[config.mk]
export PLATFORM = sky130hd
export DESIGN_NAME = wr_guard
export DESIGN_NICKNAME = d
export VERILOG_FILES = /design/src/rtl/wr_guard_pkg.sv /design/src/rtl/wr_guard_ctrl.sv /design/src/rtl/wr_guard_datapath.sv /design/src/rtl/wr_guard.sv
export SDC_FILE = /design/constraint.sdc
export NUM_CORES = 1
export LEC_CHECK = 0
export BUFFER_PORTS_ARGS = -buffer_cell sky130_fd_sc_hd__buf_4
export CORE_MARGIN = 1.5
export CORE_UTILIZATION = 50
export DETAILED_ROUTE_END_ITERATION = 10
export PLACE_DENSITY = 0.86
export RECOVER_POWER = 25
export REMOVE_ABC_BUFFERS = 1
export SYNTH_ARGS = -nofsm -noshare
export SYNTH_HDL_FRONTEND = slang
export SYNTH_SLANG_ARGS = --single-unit
[constraint.sdc]
create_clock -name clk -period 4.58 [get_ports clk]
set_clock_uncertainty 0.2 [all_clocks]
set_input_delay 0.229 -clock clk [delete_from_list [all_inputs] [get_ports clk]]
set_output_delay 0.229 -clock clk [all_outputs]
set_load 0.01 [all_outputs]
[src/rtl/wr_guard_pkg.sv]
package wr_guard_pkg;

  typedef enum logic [1:0] {
    SRC_CPU      = 2'd0,
    SRC_CP_DATA  = 2'd1,
    SRC_CP_FETCH = 2'd2,
    SRC_DMA      = 2'd3
  } srcKind_e;

  typedef enum logic [1:0] {
    MODE_CPU_OWN = 2'd0,
    MODE_CP_DATA = 2'd1,
    MODE_CP_PROG = 2'd2,
    MODE_SPARE   = 2'd3
  } localMode_e;

  typedef enum logic [1:0] {
    SEL_PROT  = 2'd0,
    SEL_OWNER = 2'd1,
    SEL_MODE  = 2'd2,
    SEL_CLEAR = 2'd3
  } cfgSel_e;

  localparam logic CLS_FOREIGN = 1'b0;
  localparam logic CLS_LOCKED  = 1'b1;

  // strobes from control to datapath
  typedef struct packed {
    logic logEn;
    logic logCls;
    logic protWe;
    logic ownerWe;
    logic modeWe;
    logic clrWe;
  } strobe_t;

  function automatic int maxOf(input int a, input int b);
    return (a > b) ? a : b;
  endfunction

endpackage

[src/rtl/wr_guard_ctrl.sv]
module wr_guard_ctrl
  import wr_guard_pkg::*;
#(
  parameter int REGION_W   = 3,
  parameter int NUM_EXEMPT = 2,
  parameter int NUM_LOCAL  = 2,
  parameter int SS_W       = 1,
  localparam int NUM_REGIONS = 1 << REGION_W
) (
  input  logic                        reqValid,
  input  logic [REGION_W-1:0]         reqRegion,
  input  logic                        reqWrite,
  input  logic [1:0]                  reqSrc,
  input  logic [SS_W-1:0]             reqSs,
  input  logic                        reqDebug,
  input  logic                        cfgWe,
  input  logic [1:0]                  cfgSel,
  input  logic [NUM_REGIONS-1:0]      cfgProt,
  input  logic [NUM_REGIONS*SS_W-1:0] cfgOwner,
  input  logic [NUM_LOCAL*2-1:0]      cfgMode,
  output logic                        reqGrant,
  output strobe_t                     strobes
);

  logic       isExempt;
  logic       isLocal;
  logic [1:0] curMode;
  logic [SS_W-1:0] curOwner;
  logic       curProt;
  logic       block;
  logic       cls;

  // region classification
  always_comb begin
    isExempt = {1'b0, reqRegion} < (REGION_W+1)'(NUM_EXEMPT);
    isLocal  = !isExempt &&
               ({1'b0, reqRegion} < (REGION_W+1)'(NUM_EXEMPT + NUM_LOCAL));
    curMode  = MODE_CPU_OWN;
    for (int i = 0; i < NUM_LOCAL; i++) begin
      if (reqRegion == REGION_W'(NUM_EXEMPT + i)) curMode = cfgMode[2*i +: 2];
    end
    curOwner = cfgOwner[reqRegion*SS_W +: SS_W];
    curProt  = cfgProt[reqRegion];
  end

  // access decision
  always_comb begin
    block = 1'b0;
    cls   = CLS_FOREIGN;
    if (!reqDebug && !isExempt) begin
      unique case (srcKind_e'(reqSrc))
        SRC_DMA: begin
          if (reqWrite) begin
            if (curOwner != reqSs) begin
              block = 1'b1;
            end else if (curProt) begin
              block = 1'b1;
              cls   = CLS_LOCKED;
            end
          end
        end
        SRC_CPU:      block = isLocal && (curMode == MODE_CP_PROG);
        SRC_CP_DATA:  block = isLocal && (curMode != MODE_CP_DATA);
        SRC_CP_FETCH: block = isLocal && (curMode != MODE_CP_PROG);
        default:      block = 1'b0;
      endcase
    end
  end

  always_comb begin
    reqGrant        = reqValid && !block;
    strobes.logEn   = reqValid && block;
    strobes.logCls  = cls;
    strobes.protWe  = cfgWe && (cfgSel == SEL_PROT);
    strobes.ownerWe = cfgWe && (cfgSel == SEL_OWNER);
    strobes.modeWe  = cfgWe && (cfgSel == SEL_MODE);
    strobes.clrWe   = cfgWe && (cfgSel == SEL_CLEAR);
  end

endmodule

[src/rtl/wr_guard_datapath.sv]
module wr_guard_datapath
  import wr_guard_pkg::*;
#(
  parameter int ADDR_W    = 16,
  parameter int REGION_W  = 3,
  parameter int NUM_LOCAL = 2,
  parameter int SS_W      = 1,
  parameter int CFG_W     = 8,
  localparam int NUM_REGIONS = 1 << REGION_W,
  localparam int FIDX_W      = SS_W + 1,
  localparam int NUM_FLAGS   = 1 << FIDX_W
) (
  input  logic                        clk,
  input  logic                        rstN,
  input  strobe_t                     strobes,
  input  logic [SS_W-1:0]             reqSs,
  input  logic [ADDR_W-1:0]           reqAddr,
  input  logic [CFG_W-1:0]            cfgData,
  output logic [NUM_REGIONS-1:0]      cfgProt,
  output logic [NUM_REGIONS*SS_W-1:0] cfgOwner,
  output logic [NUM_LOCAL*2-1:0]      cfgMode,
  output logic [NUM_FLAGS-1:0]        violFlags,
  output logic [NUM_FLAGS*ADDR_W-1:0] violAddr
);

  // configuration registers
  always_ff @(posedge clk) begin
    if (!rstN) begin
      cfgProt  <= '0;
      cfgOwner <= '0;
      cfgMode  <= '0;
    end else begin
      if (strobes.protWe)  cfgProt  <= cfgData[NUM_REGIONS-1:0];
      if (strobes.ownerWe) cfgOwner <= cfgData[NUM_REGIONS*SS_W-1:0];
      if (strobes.modeWe)  cfgMode  <= cfgData[NUM_LOCAL*2-1:0];
    end
  end

  logic [FIDX_W-1:0] hitIdx;
  assign hitIdx = {reqSs, strobes.logCls};

  // one sticky flag and capture register per subsystem and class
  for (genvar k = 0; k < NUM_FLAGS; k++) begin : g_flag
    logic hit;
    logic clr;
    logic flagQ;
    logic [ADDR_W-1:0] addrQ;

    assign hit = strobes.logEn && (hitIdx == FIDX_W'(k));
    assign clr = strobes.clrWe && cfgData[k];

    always_ff @(posedge clk) begin
      if (!rstN) begin
        flagQ <= 1'b0;
        addrQ <= '0;
      end else begin
        flagQ <= hit | (flagQ & ~clr);
        if (hit && (!flagQ || clr)) addrQ <= reqAddr;
      end
    end

    assign violFlags[k]                 = flagQ;
    assign violAddr[k*ADDR_W +: ADDR_W] = addrQ;
  end

endmodule

[src/rtl/wr_guard.sv]
module wr_guard
  import wr_guard_pkg::*;
#(
  parameter int ADDR_W     = 16,
  parameter int REGION_W   = 3,
  parameter int NUM_EXEMPT = 2,
  parameter int NUM_LOCAL  = 2,
  parameter int NUM_SS     = 2,
  localparam int SS_W        = (NUM_SS > 1) ? $clog2(NUM_SS) : 1,
  localparam int NUM_REGIONS = 1 << REGION_W,
  localparam int NUM_FLAGS   = 2 << SS_W,
  localparam int CFG_W       = maxOf(maxOf(NUM_REGIONS * SS_W, NUM_LOCAL * 2),
                                     maxOf(NUM_FLAGS, NUM_REGIONS))
) (
  input  logic                        clk,
  input  logic                        rstN,
  input  logic                        reqValid,
  input  logic [ADDR_W-1:0]           reqAddr,
  input  logic                        reqWrite,
  input  logic [1:0]                  reqSrc,
  input  logic [SS_W-1:0]             reqSs,
  input  logic                        reqDebug,
  input  logic                        cfgWe,
  input  logic [1:0]                  cfgSel,
  input  logic [CFG_W-1:0]            cfgData,
  output logic                        reqGrant,
  output logic [NUM_FLAGS-1:0]        violFlags,
  output logic [NUM_FLAGS*ADDR_W-1:0] violAddr
);

  strobe_t                     strobes;
  logic [NUM_REGIONS-1:0]      cfgProt;
  logic [NUM_REGIONS*SS_W-1:0] cfgOwner;
  logic [NUM_LOCAL*2-1:0]      cfgMode;

  wr_guard_ctrl #(
    .REGION_W  (REGION_W),
    .NUM_EXEMPT(NUM_EXEMPT),
    .NUM_LOCAL (NUM_LOCAL),
    .SS_W      (SS_W)
  ) u_ctrl (
    .reqValid (reqValid),
    .reqRegion(reqAddr[ADDR_W-1 -: REGION_W]),
    .reqWrite (reqWrite),
    .reqSrc   (reqSrc),
    .reqSs    (reqSs),
    .reqDebug (reqDebug),
    .cfgWe    (cfgWe),
    .cfgSel   (cfgSel),
    .cfgProt  (cfgProt),
    .cfgOwner (cfgOwner),
    .cfgMode  (cfgMode),
    .reqGrant (reqGrant),
    .strobes  (strobes)
  );

  wr_guard_datapath #(
    .ADDR_W   (ADDR_W),
    .REGION_W (REGION_W),
    .NUM_LOCAL(NUM_LOCAL),
    .SS_W     (SS_W),
    .CFG_W    (CFG_W)
  ) u_dp (
    .clk      (clk),
    .rstN     (rstN),
    .strobes  (strobes),
    .reqSs    (reqSs),
    .reqAddr  (reqAddr),
    .cfgData  (cfgData),
    .cfgProt  (cfgProt),
    .cfgOwner (cfgOwner),
    .cfgMode  (cfgMode),
    .violFlags(violFlags),
    .violAddr (violAddr)
  );

endmodule

After elaboration in Yosys (flattened, before gate mapping)
Cells that the tools add are included.
{"block": "totals", "register_bits": 88, "inputBits": 35, "out_inout_bits": 69, "elab_cells": 92}
{"block": "classes", "n_lt_le_gt_ge": 3, "n_eq_ne": 15, "shift": 1, "n_mux": 13, "n_bitwise": 12, "reduce_logical": 37}
{"op": "$logic_and A1 B1 Y1", "n": 23}
{"op": "$eq A2 B2 Y1 const B", "n": 7}
{"op": "$mux W1", "n": 9}
{"op": "$shiftx A8 B4 Y1", "n": 1}
{"op": "$logic_not A1 Y1", "n": 7}
{"op": "$eq A2 B1 Y1 const B", "n": 3}
{"op": "$eq A3 B2 Y1 const B", "n": 2}
{"op": "$logic_not A2 Y1", "n": 3}
{"op": "$and A1 B1 Y1", "n": 4}
{"op": "$logic_or A1 B1 Y1", "n": 4}
{"op": "$lt A3 B4 Y1 const B", "n": 1}
{"op": "$mux W2", "n": 2}
{"op": "$not A1 Y1", "n": 4}
{"op": "$or A1 B1 Y1", "n": 4}
{"op": "$pmux W1 S4", "n": 1}
{"op": "$bmux W1 S3", "n": 1}
{"op": "$lt A3 B2 Y1 const B", "n": 1}
{"op": "$lt A3 B3 Y1 const B", "n": 1}
{"op": "$ne A2 B1 Y1 const B", "n": 1}
{"op": "$ne A2 B2 Y1 const B", "n": 1}
{"op": "$ne A1 B1 Y1", "n": 1}

Longest topological paths before layout
{"block": "depth", "depth_word": 10, "mapped_depth": 10, "mapped_depth_nobuf": 8}

By module
A second synthesis with hierarchy kept.
{"block": "unflattened", "cells_unflattened": 355, "area_unflattened_um2": 3712.3}
{"mod": "wr_guard_datapath", "n_inst": 1, "cells_each": 314, "area_each_um2": 3329.4, "seq_area_each_um2": 1761.7}
{"mod": "wr_guard_ctrl", "n_inst": 1, "cells_each": 41, "area_each_um2": 382.9, "seq_area_each_um2": 0.0}

Worst setup path before layout
OpenSTA, ideal clock, no wires.
{"block": "synth_path", "path_type": "input to register", "from": "input port reqAddr[15]", "to": "register u_dp.g_flag[0].addrQ[15]", "setup_ns": 0.072, "arrival_ns": 2.403, "required_ns": 4.308, "setup_slack_ns": 1.905, "cell_stages": 8, "n_path_buf": 2, "path_cell_list": "clkbuf_1 > nor2b_1 > a221o_1 > o31a_1 > a21o_1 > a2111oi_4 > buf_8 > mux2i_1"}
{"block": "synth_via", "elab_chain_len": 10, "word_cells_on_any_way": 32, "cone_classes": "2 x order compare; 6 x eq/ne; 1 x shift; 13 x mux; 10 x reduce/logical"}
{"element": "from (decl)", "line": "wr_guard.sv:18", "source": "input logic [ADDR_W-1:0] reqAddr,"}
{"element": "$bmux W1 S3 / $eq A3 B2 Y1 (equally long branches)", "line": "wr_guard_ctrl.sv:43, wr_guard_ctrl.sv:40"}
{"element": "$mux W1 (not written as such) / $mux W2 (equally long branches)", "line": "wr_guard_ctrl.sv:43, wr_guard_ctrl.sv:40"}
{"element": "$mux W1 / $mux W2 (equally long branches)", "line": "wr_guard_ctrl.sv:56, wr_guard_ctrl.sv:40"}
{"element": "$mux W1, or another cell as far along", "line": "wr_guard_ctrl.sv:54", "source": "if (curOwner != reqSs) begin"}
{"element": "$mux W1, or another cell as far along", "line": "wr_guard_ctrl.sv:53", "source": "if (reqWrite) begin"}
{"element": "$pmux W1 S4 / $mux W1 (equally long branches)", "line": "wr_guard_ctrl.sv:51", "source": "unique case (srcKind_e'(reqSrc))"}
{"element": "$mux W1", "line": "wr_guard_ctrl.sv:50", "source": "if (!reqDebug && !isExempt) begin"}
{"element": "$logic_and A1 B1 Y1 / $logic_not A2 Y1 (equally long branches)", "line": "wr_guard_ctrl.sv:72, wr_guard_datapath.sv:49"}
{"element": "$logic_and A1 B1 Y1", "line": "wr_guard_datapath.sv:49", "source": "assign hit = strobes.logEn && (hitIdx == FIDX_W'(k));"}
{"element": "$logic_and A1 B1 Y1", "line": "wr_guard_datapath.sv:58", "source": "if (hit && (!flagQ || clr)) addrQ <= reqAddr;"}
{"element": "to (signal assigned)", "line": "wr_guard_datapath.sv:58"}
{"element": "to (decl)", "line": "wr_guard_datapath.sv:47", "source": "logic [ADDR_W-1:0] addrQ;"}
Parallel ways exist; a longest one is shown, timed or not. The select of a mux whose other input is x is not followed.
A chain may end at the register's enable or synchronous reset.

Worst setup path in the final report
{"block": "layout_path", "from": "register u_dp.cfgProt[6]", "to": "register u_dp.g_flag[2].addrQ[6]"}
{"block": "layout_via", "elab_chain_len": 10, "word_cells_on_any_way": 15, "cone_classes": "1 x eq/ne; 11 x mux; 3 x reduce/logical"}
{"element": "from (decl)", "line": "wr_guard_datapath.sv:19", "source": "output logic [NUM_REGIONS-1:0] cfgProt,"}
{"element": "from (signal assigned)", "line": "wr_guard_datapath.sv:33", "source": "if (strobes.protWe) cfgProt <= cfgData[NUM_REGIONS-1:0];"}
{"element": "$bmux W1 S3 (*)", "line": "wr_guard_ctrl.sv:43", "source": "curProt = cfgProt[reqRegion];"}
{"element": "$mux W1 (not written as such) (*)", "line": "wr_guard_ctrl.sv:43"}
{"element": "$mux W1 (*)", "line": "wr_guard_ctrl.sv:56", "source": "end else if (curProt) begin"}
{"element": "$mux W1", "line": "wr_guard_ctrl.sv:54"}
{"element": "$mux W1", "line": "wr_guard_ctrl.sv:53"}
{"element": "$pmux W1 S4 / $mux W1 (equally long branches)", "line": "wr_guard_ctrl.sv:51"}
{"element": "$mux W1", "line": "wr_guard_ctrl.sv:50"}
{"element": "$logic_and A1 B1 Y1 / $eq A2 B2 Y1 (equally long branches)", "line": "wr_guard_ctrl.sv:72, wr_guard_datapath.sv:49"}
{"element": "$logic_and A1 B1 Y1 (*)", "line": "wr_guard_datapath.sv:49"}
{"element": "$logic_and A1 B1 Y1 (*)", "line": "wr_guard_datapath.sv:58"}
{"element": "to (signal assigned)", "line": "wr_guard_datapath.sv:58"}
{"element": "to (decl)", "line": "wr_guard_datapath.sv:47"}
Every way passes the cells marked *; elsewhere a longest branch is shown, timed or not. The select of a mux whose other input is x is not followed.

==> impl_metrics.json <==
{
  "postCtsSetupRepairBufs": 0,
  "cpPeakStageDelay_ns": 0.51,
  "cts.clk_slew.worst_paths_ns": 0.09,
  "p_comb_frac": 0.090,
  "setup_viol": 0,
  "synth_area_sq_um": 3761,
  "maxSlewHeadroom": -0.2448,
  "dr.pass1.iters": 4,
  "synth_cells": 376,
  "p_sw_frac": 0.2383,
  "htreeDepth": 3,
  "postSynthAreaPerCell_sq_um": 10.00,
  "yosysTopAreaCellShare": 0.4684,
  "power_density_nw_per_um2": 300.3,
  "fin_tns_setup_ns": 0,
  "most-common-layout-cells": "91 x mux2i_1, 88 x nand2_1, 88 x buf_4, 88 x dfxtp_1, 23 x nor2b_1",
  "crit_buf_inv": 1,
  "power_frac_clock": 0.362,
  "multi_input_area_sq_um": 1831,
  "cts.repair.resized": 0,
  "grt_pass1_vias": 3075,
  "dp_hpwl_mm": 6.221,
  "grt_pass1_wl_mm": 14.84,
  "io_buffer_count": 103,
  "critical_path_class": "flip-flop to flip-flop",
  "yosysTopAreaCell": "dfxtp_1",
  "cp-start-kind": "flip-flop",
  "cts_tree": "yes",
  "grt_usage": 0.2261,
  "worst_slew_pin_slew_ns": 1.867,
  "fin_crit_ns": 2.666,
  "route.detailed.drc": 0,
  "clockBufferDepth": 2,
  "crit_chain": "mux2i_1 -> a221o_1 -> nor4_2 -> a21oi_1 -> o2111ai_2 -> buf_4 -> mux2i_1",
  "drive_gt1_frac": 0.2317,
  "worstPathArrival_ns": 2.73,
  "drt_iter0_drc": 111,
  "synth-seq-cells": 88,
  "finalCritPeriodShare": 0.5820,
  "fillers": 627,
  "antenna_found_initial": 0,
  "n_antenna_cell": 0,
  "gp_congestion": 0.8491,
  "synth_edf_count": 0,
  "internal_power_mw": 1.085,
  "wl_mm": 8.947,
  "worst_slack_ns": 1.914,
  "rsz0062_at_grt": "no",
  "die_x_microns": 89.73,
  "p_switching_uw": 339.6,
  "core_area_sq_um": 7253,
  "cts_sinks": 88,
  "min_path_type": "input port to flip-flop",
  "layout.nets": 513,
  "initial_core_util": 0.5185,
  "overflow": 0,
  "synth_async_sr_flop_share": 0,
  "ys_types": 41,
  "max-vdd-ir-drop_mv": 0.2219,
  "cp_slowest_cell": "nor4_2",
  "holdWs_ns": 0.01229,
  "fmaxAchievable_ghz": 0.3751,
  "drv_cap": 1,
  "mostFrequentLayoutCell": "mux2i_1",
  "required_ns": 4.65,
  "place_ws_ns": 1.782,
  "dieArea_sq_um": 8051,
  "clk_latency_ns": 0.34,
  "cp_max_fo": 12,
  "vias": 2972,
  "syn_to_final_growth_pct": 26.15,
  "grt_start_max_net_pins": 106,
  "num_rows": 31,
  "routed_via_density": 5.142,
  "die_h_microns": 89.73,
  "violations": "max-capacitance violations, max-slew violations",
  "power_frac_seq": 0.548,
  "yosys_warnings": 0,
  "ys_seq_area_frac": 0.4684,
  "cts_inserted_buffers": 9,
  "ant_nets": 0,
  "post-route-util": 0.6541,
  "cp-end-kind": "flip-flop",
  "wire_per_inst_microns": 15.48,
  "cts-root-buf": "clkbuf_8",
  "cp_top_family": "compound AO/OA/AOI/OAI gates",
  "regArea_sq_um": 1762,
  "ys_top_cells_by_area": "dfxtp_1 47%, mux2i_1 24%, nand2_1 8.8%",
  "leakage_nw": 2.249,
  "hold_viol_final": 0,
  "path_common_cell": "mux2i_1",
  "drv_slew": 106,
  "io_pins": 104,
  "ys.flop_type": "dfxtp_1",
  "status": "complete, but fails checks"
}
==> layer usage <==
layer  vias up  GRT usage  routed length (microns)  share of wire
met5         -          0                        0              0
met4         0    0.07540                      134          0.015
met3        11    0.07191                      663          0.074
met2       102     0.3766                     4242           0.47
met1      1392     0.2769                     3907           0.44
li1       1467          -                        -              -
==> flip-flops by register name, summed over array words and instances, names as in the netlist <==
register,cells
u_dp.cfgOwner,8
u_dp.cfgMode,4
u_dp.g_flag.addrQ,64
u_dp.cfgProt,8
u_dp.g_flag.flagQ,4
==> area by class of cell <==
cell class,count,share of cell area
clock inverters,5,0.01239
flip-flops and latches,88,0.3713
repair buffers,117,0.1743
multi-input cells,255,0.3858
clock buffers,10,0.02690
well taps,99,0.02611
inverters,4,0.003165
==> kinds of logic after synthesis <==
group                    count (synthesis)  share of synthesized area
AO/OA/AOI/OAI                           21                    0.04890
XOR/XNOR                                 1                   0.002329
adder cells (fa/ha/maj)                  3                   0.009981
buffers and inverters                   33                    0.04491
flip-flops                              88                     0.4684
multiplexers                            93                     0.2512
AND/OR/NAND/NOR                        137                     0.1743
==> cells in the mapped netlist, types with 2 or more instances <==
cell and n:
a21boi_0 2, a21o_1 2, a21oi_1 2, a41oi_1 2, buf_2 6, buf_4 5, clkbuf_1 15, dfxtp_1 88
ha_1 3, inv_1 4, mux2i_1 91, nand2_1 88, nand3_1 2, nand3b_1 5, nand4_1 3, nand4b_1 2
nor2_1 3, nor2b_1 23, nor3b_1 3, o21a_1 2, o21ai_0 3, o31ai_1 2, or3b_2 2
==> worst register-to-register path, stage by stage, from the launching register on <==
cell and delay (ns):
dfxtp_1 0.36, mux2i_1 0.09, a221o_1 0.36, nor4_2 0.51, a21oi_1 0.11, o2111ai_2 0.40
buf_4 0.33, mux2i_1 0.24
==> metrics by stage <==
stage          instance area (sq um)  power [mW]  instances
2_1_floorplan                   3607      0.8547        347
3_3_place_gp                    4542      0.9161        554
3_5_place_dp                    4542      0.9207        554
4_1_cts                         4818       1.440        578
5_1_grt                         4745       1.485        578
6_report                        4745       1.425        578
==> final timing paths <==
kind / from / to / slack (ns) / cells after the start
max: u_dp.cfgProt[6] / u_dp.g_flag[2].addrQ[6] / 1.91 / 7
min: cfgData[1] / u_dp.cfgMode[1] / 0.01 / 3
max reg2reg: u_dp.cfgProt[6] / u_dp.g_flag[2].addrQ[6] / 1.91 / 7
min reg2reg: u_dp.g_flag[1].addrQ[1] / u_dp.g_flag[1].addrQ[1] / 0.26 / 2
==> timing repair <==
item,in CTS,in global routing
endpoints found under the hold margin,14,0
hold buffers,9,0
endpoints found under the setup margin,0,0
==> power groups by stage <==
stage               logic [mW]  clock network (mW)  registers, mW
global route             0.139               0.563          0.782
detailed placement       0.122                   0          0.799
CTS                      0.128               0.530          0.781
global placement         0.118                   0          0.798
floorplan               0.0557                   0          0.799
finish                   0.128               0.516          0.781
(Power assumes the default switching activity.)
